File: src/rtl/dma_split_pkg.sv
package dma_split_pkg;
  typedef enum logic [1:0] {
    SZ_WORD  = 2'b00,
    SZ_DWORD = 2'b01,
    SZ_BURST = 2'b10,
    SZ_RSVD  = 2'b11
  } xfer_size_e;

  localparam int unsigned WORD_BYTES  = 4;
  localparam int unsigned DWORD_BYTES = 8;
  localparam int unsigned BURST_BYTES = 32;
  localparam int unsigned BYTES_W     = 6;
endpackage

File: src/rtl/dma_split_legal.sv
module dma_split_legal
  import dma_split_pkg::*;
#(
  parameter int unsigned AW = 32,
  parameter int unsigned CW = 16
) (
  input  logic [AW-1:0] lcl_addr,
  input  logic [AW-1:0] per_addr,
  input  logic [CW-1:0] count,
  input  xfer_size_e    size,
  output logic          legal
);
  logic aligned;

  always_comb begin
    aligned = (lcl_addr[2:0] == 3'd0) && (per_addr[2:0] == 3'd0) && (count[2:0] == 3'd0);
    unique case (size)
      SZ_WORD:           legal = 1'b1;
      SZ_DWORD, SZ_BURST: legal = aligned;
      default:           legal = 1'b0;
    endcase
  end
endmodule

File: src/rtl/dma_split_step.sv
module dma_split_step
  import dma_split_pkg::*;
#(
  parameter int unsigned CW = 16
) (
  input  xfer_size_e         size,
  input  logic [CW-1:0]      remaining,
  output logic [BYTES_W-1:0] bytes,
  output logic               burst
);
  always_comb begin
    bytes = BYTES_W'(WORD_BYTES);
    burst = 1'b0;
    unique case (size)
      SZ_WORD: begin
        if (remaining < CW'(WORD_BYTES)) bytes = BYTES_W'(remaining);
      end
      SZ_DWORD: bytes = BYTES_W'(DWORD_BYTES);
      SZ_BURST: begin
        if (remaining >= CW'(BURST_BYTES)) begin
          bytes = BYTES_W'(BURST_BYTES);
          burst = 1'b1;
        end else begin
          bytes = BYTES_W'(DWORD_BYTES);
        end
      end
      default: bytes = BYTES_W'(WORD_BYTES);
    endcase
  end
endmodule

File: src/rtl/dma_split_seq.sv
module dma_split_seq
  import dma_split_pkg::*;
#(
  parameter int unsigned AW = 32,
  parameter int unsigned CW = 16
) (
  input  logic               clk,
  input  logic               rst_n,
  input  logic               start,
  input  logic               legal,
  input  logic [AW-1:0]      cfg_lcl_addr,
  input  logic [AW-1:0]      cfg_per_addr,
  input  logic [CW-1:0]      cfg_count,
  input  xfer_size_e         cfg_size,
  input  logic [BYTES_W-1:0] step_bytes,
  input  logic               req_ready,
  output xfer_size_e         cur_size,
  output logic [CW-1:0]      remaining,
  output logic               busy,
  output logic [AW-1:0]      lcl_addr,
  output logic [AW-1:0]      per_addr,
  output logic               done,
  output logic               config_error
);
  logic accept;
  logic last;

  assign accept = busy && req_ready;
  assign last   = (remaining == CW'(step_bytes));

  always_ff @(posedge clk) begin
    if (!rst_n) begin
      busy         <= 1'b0;
      done         <= 1'b0;
      config_error <= 1'b0;
      lcl_addr     <= '0;
      per_addr     <= '0;
      remaining    <= '0;
      cur_size     <= SZ_WORD;
    end else begin
      done         <= 1'b0;
      config_error <= 1'b0;
      if (!busy) begin
        if (start) begin
          if (!legal) begin
            config_error <= 1'b1;
          end else if (cfg_count == '0) begin
            done <= 1'b1;
          end else begin
            busy      <= 1'b1;
            lcl_addr  <= cfg_lcl_addr;
            per_addr  <= cfg_per_addr;
            remaining <= cfg_count;
            cur_size  <= cfg_size;
          end
        end
      end else if (accept) begin
        lcl_addr  <= lcl_addr + AW'(step_bytes);
        per_addr  <= per_addr + AW'(step_bytes);
        remaining <= remaining - CW'(step_bytes);
        if (last) begin
          busy <= 1'b0;
          done <= 1'b1;
        end
      end
    end
  end

  AST_HOLD_REQ: assert property (@(posedge clk) disable iff (!rst_n)
    busy && !req_ready |=> busy && $stable(lcl_addr) && $stable(per_addr) && $stable(remaining));
  AST_ADVANCE: assert property (@(posedge clk) disable iff (!rst_n)
    accept && !last |=> lcl_addr == $past(lcl_addr) + AW'($past(step_bytes)));
  AST_DONE_IDLE: assert property (@(posedge clk) disable iff (!rst_n)
    done |-> !busy);
  AST_ERR_QUIET: assert property (@(posedge clk) disable iff (!rst_n)
    config_error |-> !busy && !done);
  AST_BUSY_IGNORES_START: assert property (@(posedge clk) disable iff (!rst_n)
    busy && !req_ready |=> !config_error);
endmodule

File: src/rtl/dma_xfer_splitter.sv
module dma_xfer_splitter
  import dma_split_pkg::*;
#(
  parameter int unsigned AW = 32,
  parameter int unsigned CW = 16
) (
  input  logic               clk,
  input  logic               rst_n,
  input  logic               start,
  input  logic [AW-1:0]      cfg_lcl_addr,
  input  logic [AW-1:0]      cfg_per_addr,
  input  logic [CW-1:0]      cfg_count,
  input  logic [1:0]         cfg_size,
  output logic               busy,
  output logic               req_valid,
  input  logic               req_ready,
  output logic [AW-1:0]      req_lcl_addr,
  output logic [AW-1:0]      req_per_addr,
  output logic [BYTES_W-1:0] req_bytes,
  output logic               req_burst,
  output logic               done,
  output logic               config_error
);
  logic       legal;
  xfer_size_e cur_size;
  logic [CW-1:0] remaining;

  dma_split_legal #(.AW(AW), .CW(CW)) u_legal (
    .lcl_addr (cfg_lcl_addr),
    .per_addr (cfg_per_addr),
    .count    (cfg_count),
    .size     (xfer_size_e'(cfg_size)),
    .legal    (legal)
  );

  dma_split_step #(.CW(CW)) u_step (
    .size      (cur_size),
    .remaining (remaining),
    .bytes     (req_bytes),
    .burst     (req_burst)
  );

  dma_split_seq #(.AW(AW), .CW(CW)) u_seq (
    .clk          (clk),
    .rst_n        (rst_n),
    .start        (start),
    .legal        (legal),
    .cfg_lcl_addr (cfg_lcl_addr),
    .cfg_per_addr (cfg_per_addr),
    .cfg_count    (cfg_count),
    .cfg_size     (xfer_size_e'(cfg_size)),
    .step_bytes   (req_bytes),
    .req_ready    (req_ready),
    .cur_size     (cur_size),
    .remaining    (remaining),
    .busy         (busy),
    .lcl_addr     (req_lcl_addr),
    .per_addr     (req_per_addr),
    .done         (done),
    .config_error (config_error)
  );

  assign req_valid = busy;

  AST_BURST_SIZE: assert property (@(posedge clk) disable iff (!rst_n)
    req_valid && req_burst |-> req_bytes == BYTES_W'(BURST_BYTES));
  AST_BYTES_RANGE: assert property (@(posedge clk) disable iff (!rst_n)
    req_valid |-> req_bytes != '0 && req_bytes <= BYTES_W'(BURST_BYTES));
endmodule

File: config.mk
export PLATFORM = sky130hd
export DESIGN_NAME = dma_xfer_splitter
export DESIGN_NICKNAME = d
export VERILOG_FILES = /design/src/rtl/dma_split_pkg.sv /design/src/rtl/dma_split_legal.sv /design/src/rtl/dma_split_step.sv /design/src/rtl/dma_split_seq.sv /design/src/rtl/dma_xfer_splitter.sv
export SDC_FILE = /design/constraint.sdc
export NUM_CORES = 1
export LEC_CHECK = 0
export ABC_AREA = 1
export BUFFER_PORTS_ARGS = -buffer_cell sky130_fd_sc_hd__buf_2
export CORE_AREA = 2 2 122 124
export CTS_CLUSTER_DIAMETER = 100
export DETAILED_ROUTE_END_ITERATION = 8
export DIE_AREA = 0 0 124 126
export PLACE_DENSITY_LB_ADDON = 0.2
export SLEW_MARGIN = 20
export SYNTH_ARGS = -nofsm -noshare
export SYNTH_HDL_FRONTEND = slang
export SYNTH_SLANG_ARGS = --single-unit
File: constraint.sdc
create_clock -name clk -period 6.63 [get_ports clk]
set_input_delay 0.3315 -clock clk [delete_from_list [all_inputs] [get_ports clk]]
set_output_delay 0.3315 -clock clk [all_outputs]
set_load 0.05 [all_outputs]
==> flow_metrics.py, run 1 <==
metrics = {
    "pwr": {
        "finalPower_uw": 1580,
        "power_density_mw_per_mm2": 194,
        "irDropWorstVdd_mv": 0.111,
        "cellLeakagePower_uw": 0.00381,
    },
    "synthesis": {
        "netlist_area_mm2": 0.00706,
        "netlist_instances": 1241,
        "ys_warn_count": 0,
        "synth-seq-area-share": 0.241,
        "ys_ff_latch": 85,
        "synth_top_cell_area_share": 0.241,
        "synth_area_leaders": "dfxtp_1 24%, nand2_1 23%, nor2_1 11%, nand3_1 7.4%, inv_1 5.7%",
        "synth_edf_count": 0,
        "synth_top_area_cell": "dfxtp_1",
        "synth_flop_cell": "dfxtp_1",
        "ys_types": 40,
        "avgSynthCellArea_um2": 5.69,
        "async_flop_share": 0,
    },
    "timing": {
        "worst_pin_slew_ns": 0.969,
        "post-route-period-util": 0.517,
        "fin_ws_ns": 3.21,
        "tns_ns": 0,
        "slew_viol_final": 0,
        "post-route-min-period_ns": 3.42,
        "timing_hold_violations_final": 0,
        "fmax_mhz": 292,
        "setup_viol": 0,
        "relSlewSlack": 0.354,
        "rsz0062_at_grt": "no",
        "fin_skew_ns": 0.00625,
    },
    "critical_path": {
        "worst-path-buf-inv": 3,
        "path_cells": "nor2_1 > nand4_1 > nor2_1 > nand2_1 > inv_1 > nand2_1 > nor3_1 > ha_1 > inv_1 > fa_1 > inv_1 > nand3_1 > nand3_1 > nand3_1 > nand2_1 > nand2_1 > o22ai_1 > nand2_1 > nand2_1 > nor2_1",
        "r2r_end": "u_seq.per_addr[20]",
        "arrival_ns": 3.67,
        "worst-setup-path-type": "reg2reg",
        "cpLargestDelayFamily": "simple AND/OR/NAND/NOR gates",
        "r2r-start": "u_seq.remaining[10]",
        "cp.required_ns": 6.88,
        "critPathMostFrequentCell": "nand2_1",
        "r2r_cells": 20,
        "critical_path.max_fanout": 4,
        "cp_slowest_cell": "nor3_1",
        "startpoint_type": "register",
        "crit_path_end_kind": "register",
        "cpPeakStageDelay_ns": 0.39,
        "rrSetupSlack_ns": 3.21,
    },
    "routing": {
        "routed_wl_um": 22400,
        "dr_total_vias": 8197,
        "vias_per_cell": 5.25,
        "drcViolationCount": 0,
        "antenna_left": 0,
        "wire_per_inst_um": 14.4,
        "drtIter0Drc": 625,
        "drt_pass1_iterations": 7,
    },
    "die": {
        "fp.dieH_um": 126,
        "io-pin-count": 161,
        "core-area_mm2": 0.0143,
        "dieArea_mm2": 0.0156,
        "initial_core_util": 0.494,
        "die_w_um": 124,
        "rows": 44,
    },
    "clock_network": {
        "clk_latency_ns": 0.35,
        "cts_tree": "built",
        "cts_setup_buffers": 0,
        "numCtsBuffers": 9,
        "hold_buffers": 0,
        "cts_max_path_buffers": 2,
        "clk_pin_slew_ns": 0.07,
        "root_buffer": "clkbuf_16",
        "ctsResizeCount": 0,
        "cts_num_sinks": 85,
        "htree_num_levels": 3,
    },
    "global_route": {
        "grt_pass1_vias": 7278,
        "grt_first_pass_wirelength_um": 35600,
        "antenna_found_initial": 0,
        "grt_max_degree": 95,
        "grt.overflow.total": 0,
        "grt_usage": 0.284,
    },
    "finish": {
        "syn_to_final_growth_pct": 15.5,
        "diodes": 0,
        "stdcell_area_mm2": 0.00816,
        "layout.cells.non_filler": 1560,
        "finalNetCount": 1484,
        "drive_gt1_frac": 0.141,
    },
    "min_path": {
        "hp-start": "cfg_size[1]",
        "worstHoldPathCells": 3,
        "worstHoldEndpoint": "u_seq.cur_size[1]",
        "hold_path.class": "in2reg",
    },
    "placement": {
        "dpl_cell_area_mm2": 0.00785,
        "dp_hpwl_um": 16200,
        "dp.cells": 1544,
        "post-place-ws_ns": 3.31,
        "port_buffers": 159,
        "gp_congestion": 0.970,
    },
    "status": {
        "status": "complete, no violations",
    },
    "job": {
        "cap_violations": 0,
    },
}
==> report_power, final <==
part	total, uW	switching (uW)	internal, uW
Sequential	584	44.2	540
Combinational	447	310	136
Clock	553	224	329
Total	1580	579	1010
==> synth_stat cells (all sizes together) (3+ instances only) <==
master,count
dfxtp,85
ha,24
nor3,9
a31oi,3
buf,29
fa,3
o22ai,8
a21boi,5
clkbuf,18
o21ai,52
nand3b,18
nand4,17
nand3,105
inv,108
nand2,432
nor2,217
xor2,10
a21oi,82
==> registers in the layout, indices dropped and copies added (netlist names) <==
| register | count |
|---|---|
| u_seq.lcl_addr | 32 |
| u_seq.per_addr | 32 |
| u_seq.remaining | 16 |
| u_seq.cur_size | 2 |
| u_seq.busy | 1 |
| u_seq.config_error | 1 |
| u_seq.done | 1 |
==> how the worst max path moves through the flow <==
stage | startpoint | to | cells after the start
4_1_cts | u_seq.remaining[10] | u_seq.per_addr[20] | 20
3_5_place_dp | u_seq.remaining[10] | u_seq.per_addr[20] | 20
2_1_floorplan | u_seq.remaining[10] | u_seq.per_addr[20] | 20
5_1_grt | u_seq.remaining[10] | u_seq.lcl_addr[20] | 20
3_3_place_gp | u_seq.remaining[10] | u_seq.per_addr[20] | 20
6_report | u_seq.remaining[10] | u_seq.per_addr[20] | 20
==> final cells by class <==
class / count / area (um^2)
fill: 1550 / 6160
multi-input combinational: 1003 / 4680
sequential: 85 / 1710
timing repair buffer: 164 / 833
inverter: 108 / 405
clock buffer: 11 / 233
tap: 184 / 230
clock inverter: 5 / 75.1
==> placed cells by master, fill, tap and decap left out, drive strengths merged, types with 9 or more instances in the layout <==
cell type  instances
inv              107
o21ai             52
nand4             17
xor2              10
nor3               9
dfxtp             85
nand2            432
nand3b            18
nand3            105
clkbuf            11
a21oi             82
nor2             217
ha                24
buf              164
==> kinds of logic (layout without fill, tap and decap cells) <==
group                      count (synthesis)  after routing  synth area share
AOI/OAI and AO/OA                        152            152             0.117
DFF                                       85             85             0.241
other                                      2              4           0.00106
muxes                                      2              2           0.00283
and+or+nand+nor                          806            806             0.474
buffers and inverters                    155            288            0.0983
xor gates and xnor gates                  12             12            0.0149
adders and majority gates                 27             27            0.0510
==> metrics by stage <==
stage                     utilization  hold WS (ns)
after floorplan                     -         0.456
after global placement          0.548         0.481
after detailed placement        0.548         0.494
after CTS                       0.570         0.246
after global routing            0.570         0.263
final                           0.570         0.251
==> layer usage <==
layer | up-vias | share of wire | global-route usage
li1 | 4225 | - | -
met1 | 3643 | 0.45 | 0.385
met3 | 33 | 0.066 | 0.0308
met5 | - | 0 | 0
met2 | 296 | 0.46 | 0.472
met4 | 0 | 0.021 | 0.0879
==> worst reg2reg max path: stages (launching register included) <==
cell     delay, ns
dfxtp_1       0.34
nor2_1        0.20
nand4_1       0.17
nor2_1        0.11
nand2_1       0.10
inv_1         0.08
nand2_1       0.08
nor3_1        0.39
ha_1          0.34
inv_1         0.07
fa_1          0.39
inv_1         0.12
nand3_1       0.08
nand3_1       0.17
nand3_1       0.12
nand2_1       0.13
nand2_1       0.09
o22ai_1       0.13
nand2_1       0.07
nand2_1       0.08
nor2_1        0.05
Note: power is estimated with default switching activity, not from simulation.
==> run 2, diff against run 1 <==
==> constraint.sdc (replaced) <==
create_clock -name clk -period 2.75 [get_ports clk]
set_input_delay 0.1375 -clock clk [delete_from_list [all_inputs] [get_ports clk]]
set_output_delay 0.1375 -clock clk [all_outputs]
set_load 0.05 [all_outputs]
==> run 2 against run 1 <==
Net effect:
- highest routed layer unchanged
- final cell count rose by 4.0%
- sequential power rose by 140%
- critical endpoint is now u_seq.per_addr[14]
- combinational power rose to 3.0 times the previous value
- the run now ends with negative setup slack left
- global-route usage rose by 0.55 points
- die area did not move
- sequential cell count did not move
- fmax rose by 21%
- largest power group unchanged
==> flow_metrics.py, run 2 (same netlist as run 1, synthesis figures left out) <==
metrics = {
    "finish": {
        "fill_cells": 1461,
        "final_common_cell": "nand2_1",
        "drive_gt1_frac": 0.245,
        "final_cell_mix": "403 x nand2_1, 203 x nor2_1, 159 x buf_2, 94 x inv_1, 88 x nand3_1",
        "finalNetCount": 1546,
        "layout.cells.non_filler": 1622,
        "syn_to_final_growth_pct": 29.5,
        "top_regs": "u_seq.lcl_addr x32, u_seq.per_addr x32, u_seq.remaining x16",
        "fin_util": 0.639,
        "diodes": 0,
        "multi_input_area_mm2": 0.00511,
        "seq_area_mm2": 0.00171,
    },
    "critical_path": {
        "worst-setup-path-type": "reg2reg",
        "critical_path.max_fanout": 4,
        "cp.required_ns": 3.00,
        "startpoint_type": "register",
        "crit_path_end_kind": "register",
        "arrival_ns": 3.08,
    },
    "placement": {
        "dp.cells": 1594,
        "dp_hpwl_um": 16200,
        "port_buffers": 159,
        "post-place-ws_ns": -0.0753,
        "gp_congestion": 0.927,
    },
    "timing": {
        "post-route-min-period_ns": 2.83,
        "fin_skew_ns": 0.00588,
        "worst_pin_slew_ns": 0.749,
        "post-route-period-util": 1.03,
        "slew_viol_final": 0,
        "fin_ws_ns": -0.0797,
        "setup_viol": 8,
        "fmax_mhz": 353,
        "rsz0062_at_grt": "yes",
        "relSlewSlack": 0.500,
        "timing_hold_violations_final": 0,
    },
    "routing": {
        "drcViolationCount": 0,
        "routed_wl_um": 23100,
        "dr_total_vias": 8541,
        "vias_per_cell": 5.27,
        "drtIter0Drc": 698,
        "wire_per_inst_um": 14.2,
        "antenna_left": 0,
        "drt_pass1_iterations": 5,
    },
    "global_route": {
        "grt.overflow.total": 0,
        "grt_first_pass_wirelength_um": 35900,
        "grt_max_degree": 136,
        "grt_pass1_vias": 7348,
        "antenna_found_initial": 0,
        "grt_usage": 0.290,
    },
    "clock_network": {
        "numCtsBuffers": 9,
        "htree_num_levels": 3,
        "root_buffer": "clkbuf_16",
        "clk_pin_slew_ns": 0.07,
        "cts_tree": "built",
        "hold_buffers": 0,
        "clk_latency_ns": 0.36,
        "cts_max_path_buffers": 2,
        "cts_num_sinks": 85,
    },
    "min_path": {
        "hold_path.class": "in2reg",
    },
    "status": {
        "status": "finished with violations",
        "violations": "negative setup slack",
    },
    "die": {
        "core-area_mm2": 0.0143,
        "rows": 44,
        "die_w_um": 124,
        "fp.dieH_um": 126,
        "dieArea_mm2": 0.0156,
        "io-pin-count": 161,
        "initial_core_util": 0.494,
    },
    "pwr": {
        "power_density_mw_per_mm2": 449,
        "finalPower_uw": 4110,
        "irDropWorstVdd_mv": 0.372,
        "cellLeakagePower_uw": 0.00425,
    },
    "job": {
        "cap_violations": 0,
    },
}
## run 2: cell types whose count changed in the layout (fill, tap and decap cells not counted), sizes merged
cell,previous run,this run
clkbuf,11,10
clkinvlp,0,2
clkinv,4,3
buf,164,226
## run 2: where the power goes
part           switching (uW)  leakage, uW  internal (uW)
clock                     567     0.000158            820
sequential               98.2     0.000695           1300
combinational             842      0.00340            477
## run 2: area by class of cell
type	count	share of cell area
Clock buffer	10	0.0261
Timing Repair Buffer	226	0.149
Sequential cell	85	0.187
Tap cell	184	0.0252
Multi-Input combinational cell	1003	0.558
Inverter	108	0.0450
Clock inverter	6	0.00944
## run 2: layer usage
layer	global-route usage	vias to the layer above	wire length, um
met2	0.463	320	10500
met5	0	-	0
met1	0.401	3819	10500
met4	0.105	0	607
met3	0.0331	44	1430
li1	-	4358	-
## run 2: path summary, 6_finish.rpt
check	startpoint	end	slack, ns	cells after the start
hold reg to reg	u_seq.remaining[5]	u_seq.remaining[5]	0.50	2
setup reg to reg	u_seq.remaining[13]	u_seq.per_addr[14]	-0.08	19
setup / recovery	u_seq.remaining[13]	u_seq.per_addr[14]	-0.08	19
hold / removal	cfg_size[1]	u_seq.cur_size[1]	0.06	3
## run 2: worst max-delay path, stage by stage, from the launching register on
cell      delay [ns]
dfxtp_2         0.32
nor2_2          0.11
nand4_1         0.16
nor2_1          0.13
nand2_1         0.11
inv_2           0.11
nand2_4         0.07
nor3_4          0.19
ha_2            0.25
inv_2           0.04
fa_2            0.36
inv_4           0.09
buf_4           0.11
a21oi_2         0.05
nor2_1          0.16
nand2_1         0.10
o21bai_1        0.16
nand2_1         0.06
nand2_1         0.07
nor2_1          0.06
## run 2: through the flow
stage | area (um^2) | TNS (ns) | hold WS (ns)
floorplan | 7200 | -3.02 | 0.289
global placement | 8390 | 0 | 0.415
detailed placement | 8390 | -0.400 | 0.424
CTS | 8760 | -0.00150 | 0.0552
global route | 9150 | -7.43 | 0.0714
finish | 9150 | -0.158 | 0.0572
## run 2: what timing repair did
| action | in CTS | in global routing |
|---|---|---|
| resized for setup | 5 | 80 |
| setup buffers | 3 | 9 |
| pin swaps | 4 | 23 |
| setup endpoints to repair | 18 | 69 |
| hold endpoints to repair | 0 | 0 |
| gates cloned | 0 | 0 |
